<file path="config.mk">
export PLATFORM = sky130hd
export DESIGN_NAME = card_cycle_timer
export DESIGN_NICKNAME = d
export VERILOG_FILES = /design/src/rtl/cbt_pkg.sv /design/src/rtl/cbt_timing_regs.sv /design/src/rtl/cbt_phase_seq.sv /design/src/rtl/cbt_lane_steer.sv /design/src/rtl/card_cycle_timer.sv
export SDC_FILE = /design/constraint.sdc
export NUM_CORES = 1
export LEC_CHECK = 0
export BUFFER_PORTS_ARGS = -buffer_cell sky130_fd_sc_hd__buf_2
export CAP_MARGIN = 30
export CORE_UTILIZATION = 53
export DETAILED_ROUTE_END_ITERATION = 6
export PLACE_DENSITY = 0.81
export SYNTH_ARGS = -nofsm -noshare
export SYNTH_HDL_FRONTEND = slang
export SYNTH_HIERARCHICAL = 1
export SYNTH_SLANG_ARGS = --single-unit
</file>
<file path="constraint.sdc">
create_clock -name clk -period 3.4 [get_ports clk]
set_input_delay 0 -clock clk [delete_from_list [all_inputs] [get_ports clk]]
set_output_delay 0 -clock clk [all_outputs]
set_load 0.03 [all_outputs]
</file>
<file path="src/rtl/cbt_pkg.sv">
package cbt_pkg;

    localparam int TREG_W     = 8;
    localparam int NVAL_W     = 6;
    localparam int PRES_SHIFT = 4;
    localparam int LEN_W      = NVAL_W + PRES_SHIFT;
    localparam int BYTE_W     = 8;
    localparam int DATA_W     = 2 * BYTE_W;

    localparam logic [LEN_W-1:0]  LEN_ONE     = 1;
    localparam logic [LEN_W-1:0]  CMD_FLOOR   = 2;
    localparam logic [TREG_W-1:0] RST_SETUP   = 8'h01;
    localparam logic [TREG_W-1:0] RST_COMMAND = 8'h06;
    localparam logic [TREG_W-1:0] RST_RECOVER = 8'h03;

    typedef enum logic [1:0] {
        K_MEM_RD = 2'd0,
        K_MEM_WR = 2'd1,
        K_IO_RD  = 2'd2,
        K_IO_WR  = 2'd3
    } kind_e;

    typedef enum logic [1:0] {
        PH_IDLE  = 2'd0,
        PH_SETUP = 2'd1,
        PH_CMD   = 2'd2,
        PH_REC   = 2'd3
    } phase_e;

    typedef struct packed {
        logic [TREG_W-1:0] setup;
        logic [TREG_W-1:0] command;
        logic [TREG_W-1:0] recover;
    } timer_set_t;

    typedef struct packed {
        logic [LEN_W-1:0] setup_len;
        logic [LEN_W-1:0] cmd_len;
        logic [LEN_W-1:0] rec_len;
    } phase_lens_t;

    typedef struct packed {
        kind_e             kind;
        logic              regspace;
        logic              host8;
        logic [DATA_W-1:0] wdata;
    } req_info_t;

    function automatic logic [LEN_W-1:0] phase_len(
        input logic [TREG_W-1:0] v,
        input logic [LEN_W-1:0]  floor_len
    );
        logic [LEN_W-1:0] n;
        logic [LEN_W-1:0] len;
        n   = {{(LEN_W-NVAL_W){1'b0}}, v[NVAL_W-1:0]};
        len = (v[TREG_W-1:NVAL_W] != '0) ? ((n << PRES_SHIFT) + LEN_ONE) : (n + LEN_ONE);
        return (len < floor_len) ? floor_len : len;
    endfunction

    function automatic logic kind_is_write(input kind_e k);
        return (k == K_MEM_WR) || (k == K_IO_WR);
    endfunction

    function automatic logic kind_is_io(input kind_e k);
        return (k == K_IO_RD) || (k == K_IO_WR);
    endfunction

endpackage

</file>
<file path="src/rtl/cbt_timing_regs.sv">
module cbt_timing_regs
    import cbt_pkg::*;
#(
    parameter int NUM_SETS = 2,
    localparam int SET_W = (NUM_SETS > 1) ? $clog2(NUM_SETS) : 1
) (
    input  logic              clk,
    input  logic              rst,
    input  logic              cfg_we,
    input  logic [SET_W-1:0]  cfg_set,
    input  logic [1:0]        cfg_phase,
    input  logic [TREG_W-1:0] cfg_wdata,
    input  logic [SET_W-1:0]  rd_set,
    output phase_lens_t       lens
);

    timer_set_t sets [NUM_SETS];

    for (genvar s = 0; s < NUM_SETS; s++) begin : g_set
        always_ff @(posedge clk) begin
            if (rst) begin
                sets[s] <= '{setup: RST_SETUP, command: RST_COMMAND, recover: RST_RECOVER};
            end else if (cfg_we && (cfg_set == SET_W'(s))) begin
                case (cfg_phase)
                    2'd0:    sets[s].setup   <= cfg_wdata;
                    2'd1:    sets[s].command <= cfg_wdata;
                    2'd2:    sets[s].recover <= cfg_wdata;
                    default: ;
                endcase
            end
        end
    end

    always_comb begin
        lens.setup_len = phase_len(sets[rd_set].setup,   LEN_ONE);
        lens.cmd_len   = phase_len(sets[rd_set].command, CMD_FLOOR);
        lens.rec_len   = phase_len(sets[rd_set].recover, LEN_ONE);
    end

endmodule

</file>
<file path="src/rtl/cbt_phase_seq.sv">
module cbt_phase_seq
    import cbt_pkg::*;
(
    input  logic        clk,
    input  logic        rst,
    input  logic        start,
    input  phase_lens_t lens,
    output phase_e      phase,
    output logic        last_cycle,
    output logic        done
);

    phase_lens_t      held;
    logic [LEN_W-1:0] cnt;

    assign last_cycle = (cnt == '0);

    always_ff @(posedge clk) begin
        if (rst) begin
            phase <= PH_IDLE;
            cnt   <= '0;
            held  <= '0;
            done  <= 1'b0;
        end else begin
            done <= 1'b0;
            case (phase)
                PH_IDLE: begin
                    if (start) begin
                        held  <= lens;
                        cnt   <= lens.setup_len - LEN_ONE;
                        phase <= PH_SETUP;
                    end
                end
                PH_SETUP: begin
                    if (last_cycle) begin
                        cnt   <= held.cmd_len - LEN_ONE;
                        phase <= PH_CMD;
                    end else begin
                        cnt <= cnt - LEN_ONE;
                    end
                end
                PH_CMD: begin
                    if (last_cycle) begin
                        cnt   <= held.rec_len - LEN_ONE;
                        phase <= PH_REC;
                    end else begin
                        cnt <= cnt - LEN_ONE;
                    end
                end
                PH_REC: begin
                    if (last_cycle) begin
                        phase <= PH_IDLE;
                        done  <= 1'b1;
                    end else begin
                        cnt <= cnt - LEN_ONE;
                    end
                end
                default: phase <= PH_IDLE;
            endcase
        end
    end

    AST_CMD_AFTER_SETUP: assert property (@(posedge clk) disable iff (rst)
        $rose(phase == PH_CMD) |-> ($past(phase) == PH_SETUP));

    AST_REC_AFTER_CMD: assert property (@(posedge clk) disable iff (rst)
        $rose(phase == PH_REC) |-> ($past(phase) == PH_CMD));

    AST_CMD_MIN_TWO: assert property (@(posedge clk) disable iff (rst)
        $rose(phase == PH_CMD) |-> (cnt != '0));

    AST_DONE_ONE_CYCLE: assert property (@(posedge clk) disable iff (rst)
        done |=> !done);

    AST_DONE_AFTER_REC: assert property (@(posedge clk) disable iff (rst)
        done |-> ($past(phase) == PH_REC) && (phase == PH_IDLE));

endmodule

</file>
<file path="src/rtl/cbt_lane_steer.sv">
module cbt_lane_steer
    import cbt_pkg::*;
(
    input  logic              host8,
    input  logic              odd,
    input  logic [DATA_W-1:0] host_wr,
    input  logic [DATA_W-1:0] card_rd,
    output logic [DATA_W-1:0] card_wr,
    output logic [DATA_W-1:0] host_rd
);

    always_comb begin
        if (host8) begin
            card_wr = {{BYTE_W{1'b0}}, odd ? host_wr[DATA_W-1:BYTE_W] : host_wr[BYTE_W-1:0]};
            host_rd = odd ? {card_rd[BYTE_W-1:0], {BYTE_W{1'b0}}}
                          : {{BYTE_W{1'b0}}, card_rd[BYTE_W-1:0]};
        end else begin
            card_wr = host_wr;
            host_rd = card_rd;
        end
    end

endmodule

</file>
<file path="src/rtl/card_cycle_timer.sv">
module card_cycle_timer
    import cbt_pkg::*;
#(
    parameter int AW       = 26,
    parameter int NUM_SETS = 2,
    localparam int SET_W = (NUM_SETS > 1) ? $clog2(NUM_SETS) : 1
) (
    input  logic              clk,
    input  logic              rst,
    input  logic              host8,
    input  logic              cfg_we,
    input  logic [SET_W-1:0]  cfg_set,
    input  logic [1:0]        cfg_phase,
    input  logic [7:0]        cfg_wdata,
    input  logic              req_valid,
    input  logic [1:0]        req_kind,
    input  logic [AW-1:0]     req_addr,
    input  logic              req_regspace,
    input  logic [15:0]       req_wdata,
    input  logic [SET_W-1:0]  req_timer_sel,
    output logic              busy,
    output logic              done,
    output logic [15:0]       rd_data,
    output logic [AW-1:0]     card_addr,
    output logic              card_reg_n,
    output logic              card_ce1_n,
    output logic              card_ce2_n,
    output logic              card_oe_n,
    output logic              card_we_n,
    output logic              card_iord_n,
    output logic              card_iowr_n,
    output logic [15:0]       card_d_out,
    output logic              card_d_oe,
    input  logic [15:0]       card_d_in
);

    phase_lens_t       lens;
    phase_e            phase;
    logic              last_cycle;
    logic              accept;
    req_info_t         cur;
    logic [AW-1:0]     cur_addr;
    logic [DATA_W-1:0] steer_wr;
    logic [DATA_W-1:0] steer_rd;
    logic              active;
    logic              strobe_on;
    logic              is_wr;

    assign accept = req_valid && (phase == PH_IDLE);

    cbt_timing_regs #(.NUM_SETS(NUM_SETS)) i_regs (
        .clk       (clk),
        .rst       (rst),
        .cfg_we    (cfg_we),
        .cfg_set   (cfg_set),
        .cfg_phase (cfg_phase),
        .cfg_wdata (cfg_wdata),
        .rd_set    (req_timer_sel),
        .lens      (lens)
    );

    cbt_phase_seq i_seq (
        .clk        (clk),
        .rst        (rst),
        .start      (accept),
        .lens       (lens),
        .phase      (phase),
        .last_cycle (last_cycle),
        .done       (done)
    );

    always_ff @(posedge clk) begin
        if (rst) begin
            cur      <= '{kind: K_MEM_RD, regspace: 1'b0, host8: 1'b0, wdata: '0};
            cur_addr <= '0;
        end else if (accept) begin
            cur.kind     <= kind_e'(req_kind);
            cur.regspace <= req_regspace;
            cur.host8    <= host8;
            cur.wdata    <= req_wdata;
            cur_addr     <= req_addr;
        end
    end

    cbt_lane_steer i_steer (
        .host8   (cur.host8),
        .odd     (cur_addr[0]),
        .host_wr (cur.wdata),
        .card_rd (card_d_in),
        .card_wr (steer_wr),
        .host_rd (steer_rd)
    );

    always_ff @(posedge clk) begin
        if (rst) begin
            rd_data <= '0;
        end else if ((phase == PH_CMD) && last_cycle && !kind_is_write(cur.kind)) begin
            rd_data <= steer_rd;
        end
    end

    assign active    = (phase != PH_IDLE);
    assign strobe_on = (phase == PH_CMD);
    assign is_wr     = kind_is_write(cur.kind);

    assign busy        = active;
    assign card_addr   = active ? cur_addr : '0;
    assign card_reg_n  = !(active && (kind_is_io(cur.kind) || cur.regspace));
    assign card_ce1_n  = !active;
    assign card_ce2_n  = !active || cur.host8;
    assign card_oe_n   = !(strobe_on && (cur.kind == K_MEM_RD));
    assign card_we_n   = !(strobe_on && (cur.kind == K_MEM_WR));
    assign card_iord_n = !(strobe_on && (cur.kind == K_IO_RD));
    assign card_iowr_n = !(strobe_on && (cur.kind == K_IO_WR));
    assign card_d_oe   = active && is_wr;
    assign card_d_out  = card_d_oe ? steer_wr : '0;

    AST_ONE_STROBE: assert property (@(posedge clk) disable iff (rst)
        $countones({!card_oe_n, !card_we_n, !card_iord_n, !card_iowr_n}) <= 1);

    AST_ADDR_HELD: assert property (@(posedge clk) disable iff (rst)
        (busy && $past(busy)) |-> $stable(card_addr));

    AST_WDATA_UNDER_STROBE: assert property (@(posedge clk) disable iff (rst)
        (!card_we_n || !card_iowr_n) |-> (card_d_oe && $past(card_d_oe)));

    AST_IDLE_QUIET: assert property (@(posedge clk) disable iff (rst)
        !busy |-> (card_oe_n && card_we_n && card_iord_n && card_iowr_n &&
                   card_ce1_n && card_ce2_n && card_reg_n && !card_d_oe));

    AST_RD_HOLD_OUTSIDE_CMD: assert property (@(posedge clk) disable iff (rst)
        ($past(card_oe_n) && $past(card_iord_n)) |-> $stable(rd_data));

endmodule

</file>
==> results of run 1 <==
-- sequential cells by signal, indices dropped and copies added, names as in the netlist --
name	cells
i_seq/phase	2
cur	20
i_seq/done	1
rd_data	16
i_seq/cnt	10
cur_addr	26
i_seq/held	20
i_regs/sets	48
-- worst max-delay path, stage by stage (launching register included) --
cell and delay (ps):
edfxtp_1 410, mux2i_1 260, inv_1 70, ha_1 190
inv_1 120, a21oi_1 70, xor2_1 190, o211ai_1 140
o31ai_2 260, inv_1 120, ha_1 250, nand2_1 120
nor2_1 70, xor2_1 130, o22ai_1 110, a211oi_2 220
-- path summary, 6_finish.rpt --
kind	end	slack (ps)
worst min-delay path	rd_data[1]	40
worst max-delay path	i_seq/cnt[8]	600
worst max register to register	i_seq/cnt[8]	600
worst min register to register	cur_addr[21]	470
-- routing by layer --
layer	global-route usage, %	routed length (µm)	vias up
li1	-	-	3556
met1	30.6	9040	3431
met2	45.8	11100	244
met3	5.95	907	78
met4	15.6	948	0
met5	0	0	-
-- logic make-up after synthesis --
kind of cell | synth area share [%]
AND/OR/NAND/NOR | 29.5
flip-flops | 39.5
AO/OA/AOI/OAI | 10.3
multiplexers | 10.7
buffers and inverters | 4.55
XOR/XNOR | 3.72
adder cells (fa/ha/maj) | 1.77
-- Yosys cell counts (all sizes together), types with 2 or more instances --
master	n	area share, %
nand2b	143	11
nor2	36	1.6
nand4	5	0.55
a22oi	6	0.53
inv	18	0.80
o22ai	5	0.37
nand2	83	3.7
nor3b	4	0.41
nand4b	2	0.21
nor3	23	1.6
xor2	17	1.8
mux2	11	1.6
o21bai	3	0.40
or3	4	0.30
and2b	8	0.71
and3	19	1.4
or4b	2	0.24
or4bb	2	0.27
o32ai	4	0.59
dfxtp	95	22
o32a	2	0.38
a32o	3	0.37
a21oi	39	2.3
buf	24	2.5
nand3	10	0.59
clkbuf	26	1.2
o211ai	3	0.27
o221ai	5	0.52
mux2i	77	9.1
nand3b	3	0.27
xnor2	19	2.0
edfxtp	48	17
nor4	7	0.59
a31oi	5	0.37
o21ai	13	0.81
a21o	3	0.27
ha	12	1.8
a22o	9	0.93
and2	79	5.9
o31ai	5	0.50
or4	2	0.18
a211oi	5	0.50
-- final cells by class --
| cell class | instances | area share, % |
|---|---|---|
| well taps | 211 | 2.50 |
| repair buffers | 230 | 14.6 |
| diodes | 2 | 0.0474 |
| inverters | 19 | 0.676 |
| multi-input cells | 694 | 45.2 |
| clock buffers | 20 | 4.43 |
| flip-flops and latches | 143 | 31.7 |
| clock inverters | 12 | 0.925 |
-- power by group --
part	internal [mW]	switching, mW	leakage, nW
clock network	1.01	0.770	0.277
logic	1.16	1.68	2.89
registers	2.04	0.288	1.24
total	4.21	2.74	4.41
-- cells in the final DEF, fill, tap and decap left out, types with 5 or more instances in the layout --
master and count:
clkbuf_16 18, dlygate4sd3_1 72, and2b_1 8, a21oi_1 38, inv_1 18, buf_2 148, a31oi_1 5, o22ai_1 5
a22o_1 9, edfxtp_1 48, xnor2_1 19, nand3_1 10, o221ai_1 5, nor2_1 36, nor3_1 20, mux2_2 9
ha_1 12, o21ai_0 11, xor2_1 17, nand2b_1 143, mux2i_1 76, nand2_1 83, inv_6 5, buf_4 10
and2_1 78, dfxtp_1 95, nor4_1 6, a22oi_1 6, and3_1 19
-- metrics by stage --
| step | util, % | power [mW] | hold WS, ps |
|---|---|---|---|
| detailed placement | 60.0 | 5.05 | 269 |
| global route | 68.4 | 7.35 | 24.2 |
| CTS | 68.4 | 6.92 | 8.17 |
| floorplan | - | 4.48 | 155 |
| finish | 68.4 | 6.95 | 42.9 |
| global placement | 59.9 | 5.02 | 262 |
==> impl_results.md, run 1 <==
- RSZ-0062 raised after global routing: false
- DRC Markers: 0
- DR vias: 7309
- Post-synth top flop: dfxtp_1
- Drt via density: 5.49
- Setup TNS: 0 ps
- Port-buffer cells: 145
- Mapped Nets: 996
- Post-synthesis cell type count: between 80 and 90
- Tcrit/Tclk final: around 80%
- Fin. max-slew vios: 0
- Initial Utilization: 54.9%
- Syn-to-layout area delta: 24.5%
- CP Capture Type: flop
- Share of cells above drive strength 1: 19.5%
- Hold crit path type: in2reg
- Worst skew pair latency: around 420 ps
- Leak: 4.41 nW
- All-Layer GR Usage: 26.7%
- Post-CTS Setup Bufs: 0
- Max-cap violation count: 0
- Vias in the first global route: 7187
- Period minus WS final: 2800 ps
- Pre-antenna DRT Iters: 5
- CTS root buf: clkbuf_16
- Global-route wire length before repair: between 30 and 40 mm
- Final worst slack: 598 ps
- CP Launch Type: flop
- Die Width: 128 µm
- GP Congestion: 0.832
- Clock Path Buffers: 2
- Remaining Overflow, GRT: 0
- Hold path startpoint: card_d_in[1]
- Post-Syn Area: 8470 µm²
- RR Startpoint: i_regs/sets[1][16]
- Die area: between 15000 and 20000 µm²
- Final setup fails: 0
- Sequential fraction of the synthesis area: 39.5%
- Worst-margin pin slew: around 1000 ps
- Worst slack, placed: 628 ps
- Initial antenna violation count: 1
- CTS tree: done
- Wire per inst: 16.5 µm
- Hold Crit Depth: 4
- CP max FO: 4
- DR iter-0 viols: 520
- Top-Level Pins: 146
- Avg Inst Size Synth: 9.35 µm²
- Nets: 1195
- Die height: between 100 and 150 µm
- Post-synth EDFFs: 48
- TritonCTS Sinks: roughly 140
- Final Hold Viols: 0
- Final wirelength: 22.0 mm
- Post-Syn Instances: 906
- Power Density: 658 nW/µm²
- Kind of critical path: reg2reg
- Max_slew headroom: 31.1%
- Fin cells: 1331
- H-tree levels: 4
- Maximum vdd drop: 0.514 mV
- Ys Warns: 6
- Core area: 15400 µm²
- Fin area: 10600 µm²
- Largest net degree at the start of global routing: 73
- Worst Reg-to-Reg Cells: 15
- Clock skew: 8.87 ps
- Inst Count DP: between 1000 and 1500
- TritonCTS buffer count: 17
- Achievable Freq: 0.357 GHz
- Clk slew on worst S/H paths: 60 ps
- Area of the multi-input gates: 4770 µm²
- Required @ worst endpoint: 3750 ps
- CP Data Arrival Time: around 3200 ps
- Post-CTS sizing: 0
- Crit path from: i_regs/sets[1][16]
- Synthesized flop and latch total: 143
- Dpl cell area: just over 9000 µm²
- FF+latch area: 3340 µm²
- FILL cells: 1160
- Row cnt: 45
- CTS Hold Bufs: 72
- Status: completed
- Ys async rst share: 0%
- Final ANT Viol Nets: 0
- DP Wirelength: 13.5 mm
(Power assumes the default switching activity.)
==> inputs of run 2 (changes only) <==
--- a/config.mk
+++ b/config.mk
@@ -7,9 +7,9 @@
 export LEC_CHECK = 0
 export BUFFER_PORTS_ARGS = -buffer_cell sky130_fd_sc_hd__buf_2
 export CAP_MARGIN = 30
-export CORE_UTILIZATION = 53
+export CORE_UTILIZATION = 52
 export DETAILED_ROUTE_END_ITERATION = 6
-export PLACE_DENSITY = 0.81
+export PLACE_DENSITY = 0.83
 export SYNTH_ARGS = -nofsm -noshare
 export SYNTH_HDL_FRONTEND = slang
 export SYNTH_HIERARCHICAL = 1
==> constraint.sdc (replaced) <==
create_clock -name clk -period 2.3 [get_ports clk]
set_input_delay 0 -clock clk [delete_from_list [all_inputs] [get_ports clk]]
set_output_delay 0 -clock clk [all_outputs]
set_load 0.03 [all_outputs]
==> run 2 against run 1 <==
  * The flow now finishes with violations (setup timing)
  * First-iteration DRC count fell by 1.5%
  * Core utilization rose by 2.1 points
  * Die area rose by 1.9%
  * Sequential cell count did not move
  * Worst setup slack got worse by 690 ps
  * Clock skew rose by 4.2 ps
  * Highest routed layer unchanged
==> impl_results.md, run 2 (synthesis results as in run 1) <==
- Status: complete, but fails checks
- Violated checks: setup timing
- Inst Count DP: 1278
- Initial Utilization: around 53%
- Required @ worst endpoint: 2650 ps
- Die Width: 130 µm
- RR Startpoint: i_regs/sets[1][16]
- TritonCTS Sinks: between 100 and 150
- Vias in the first global route: 7494
- Setup TNS: -536 ps
- Maximum vdd drop: 0.772 mV
- Achievable Freq: around 0.42 GHz
- H-tree levels: 4
- Share of cells above drive strength 1: 25.7%
- All-Layer GR Usage: approximately 28%
- Die area: about 17000 µm²
- Hold endpoint: rd_data[7]
- Commonest cells after routing, fill and taps aside: buf_2 (147), nand2b_1 (143), dfxtp_1 (95)
- Power Density: 969 nW/µm²
- Clock power frac: between 20% and 30%
- Register-to-register setup slack: -100 ps
- Most common cell after layout, fill and taps aside: buf_2
- Area of the multi-input gates: approximately 4900 µm²
- Initial antenna violation count: 0
- Logic pwr share: roughly 45%
- Tcrit/Tclk final: 104%
- FILL cells: 1089
- Net Sw Frac: 39.5%
- Leak: roughly 4.7 nW
- TritonCTS buffer count: 17
- CP Launch Type: flop
- Clock skew: 13.1 ps
- Worst-margin pin slew: 832 ps
- Port-buffer cells: 145
- Hold path startpoint: card_d_in[7]
- Drt via density: 5.54
- Internal power: 6.55 mW
- DP Wirelength: 14.0 mm
- Hold WS: 26.8 ps
- Fin. max-slew vios: 0
- Die height: 130 µm
- DRC Markers: 0
- CP Data Arrival Time: 2740 ps
- DR vias: 7748
- CTS tree: done
- Row cnt: 46
- CP max FO: 3
- Core area: 15900 µm²
- Final wirelength: 24.0 mm
- Clk slew on worst S/H paths: 70 ps
- DR iter-0 viols: 512
- Nets: approximately 1300
- Top Registers: i_regs/sets x48, cur_addr x26
- Final worst slack: -95.8 ps
- Clock Path Buffers: 2
- Remaining Overflow, GRT: 0
- Top-Level Pins: 146
- Final setup fails: 10
- CTS root buf: clkbuf_16
- Wire per inst: approximately 17 µm
- Fin cells: 1398
- Max_slew headroom: between 40% and 50%
- Pre-antenna DRT Iters: 5
- Largest Register: i_regs/sets
- Net Switching: approximately 4.3 mW
- Final Hold Viols: 0
- CP Capture Type: flop
- FF+latch area: 3340 µm²
- Worst r2r dst: i_seq/cnt[7]
- Hold Crit Depth: 4
- Worst skew pair latency: roughly 420 ps
- Fin area: approximately 11000 µm²
- Max-cap violation count: 0
- Kind of critical path: reg2reg
- Finished Core Util: 70.5%
- Worst Reg-to-Reg Cells: 15
- Syn-to-layout area delta: 32.1%
- Hold crit path type: in2reg
- Final ANT Viol Nets: 0
- Period minus WS final: 2400 ps
- Global-route wire length before repair: 36.9 mm
- Dpl cell area: 9680 µm²
- Largest net degree at the start of global routing: between 150 and 200
- Max FFs per register: 48
- GP Congestion: 0.887
- Seq pwr share: roughly 31%
- RSZ-0062 raised after global routing: true
run 2: worst max-delay path, stage by stage (launching register included):
cell and delay, ps:
edfxtp_1 420, mux2i_2 180, inv_1 70, ha_2 180, inv_2 70, a21oi_2 50, xor2_2 150, buf_4 150
mux2i_2 180, nor3_2 80, buf_4 150, and3_4 170, xnor2_2 120, a21oi_1 140, a21oi_1 50, nor3_1 160
run 2: area by class of cell:
type,count,area share [%]
multi-input combinational,694,43.7
sequential,143,29.9
timing repair buffer,293,18.4
clock buffer,18,3.83
tap,216,2.41
clock inverter,14,1.12
inverter,19,0.637
antenna,1,0.0224
run 2: routing by layer:
| layer | GRT usage [%] | share of wire [%] |
|---|---|---|
| met2 | 48.9 | 51 |
| met3 | 6.19 | 5.3 |
| met5 | 0 | 0 |
| met1 | 32.2 | 39 |
| met4 | 14.2 | 3.8 |
run 2: worst max path at each step:
stage,endpoint,start,depth (start not counted)
6_report,i_seq/cnt[7],i_regs/sets[1][16],15
5_1_grt,i_seq/cnt[7],i_regs/sets[0][16],15
4_1_cts,i_seq/cnt[7],i_regs/sets[1][16],15
3_5_place_dp,i_seq/cnt[9],i_regs/sets[1][16],15
3_3_place_gp,i_seq/cnt[9],i_regs/sets[1][16],15
2_1_floorplan,i_seq/cnt[8],i_regs/sets[1][16],15
run 2: power groups by stage:
stage / logic [mW] / registers [mW] / clock network (mW)
floorplan: 3.34 / 3.35 / 0
global placement: 4.44 / 3.36 / 0
CTS: 4.69 / 3.33 / 2.65
detailed placement: 4.49 / 3.38 / 0
finish: 4.87 / 3.35 / 2.62
global route: 5.27 / 3.40 / 2.76
run 2: stage by stage:
step / power, mW / worst slack [ps]
6_report: 10.8 / -95.8
4_1_cts: 10.7 / -135
3_5_place_dp: 7.87 / -251
5_1_grt: 11.4 / -318
3_3_place_gp: 7.79 / -93.8
2_1_floorplan: 6.69 / -48.0
run 2: what timing repair did:
item	in CTS	in global routing
setup buffers	4	7
endpoints found under the hold margin	107	0
endpoints found under the setup margin	12	19
pin swaps	15	8
resized for setup	11	10
hold buffers	73	0
cloned	0	1
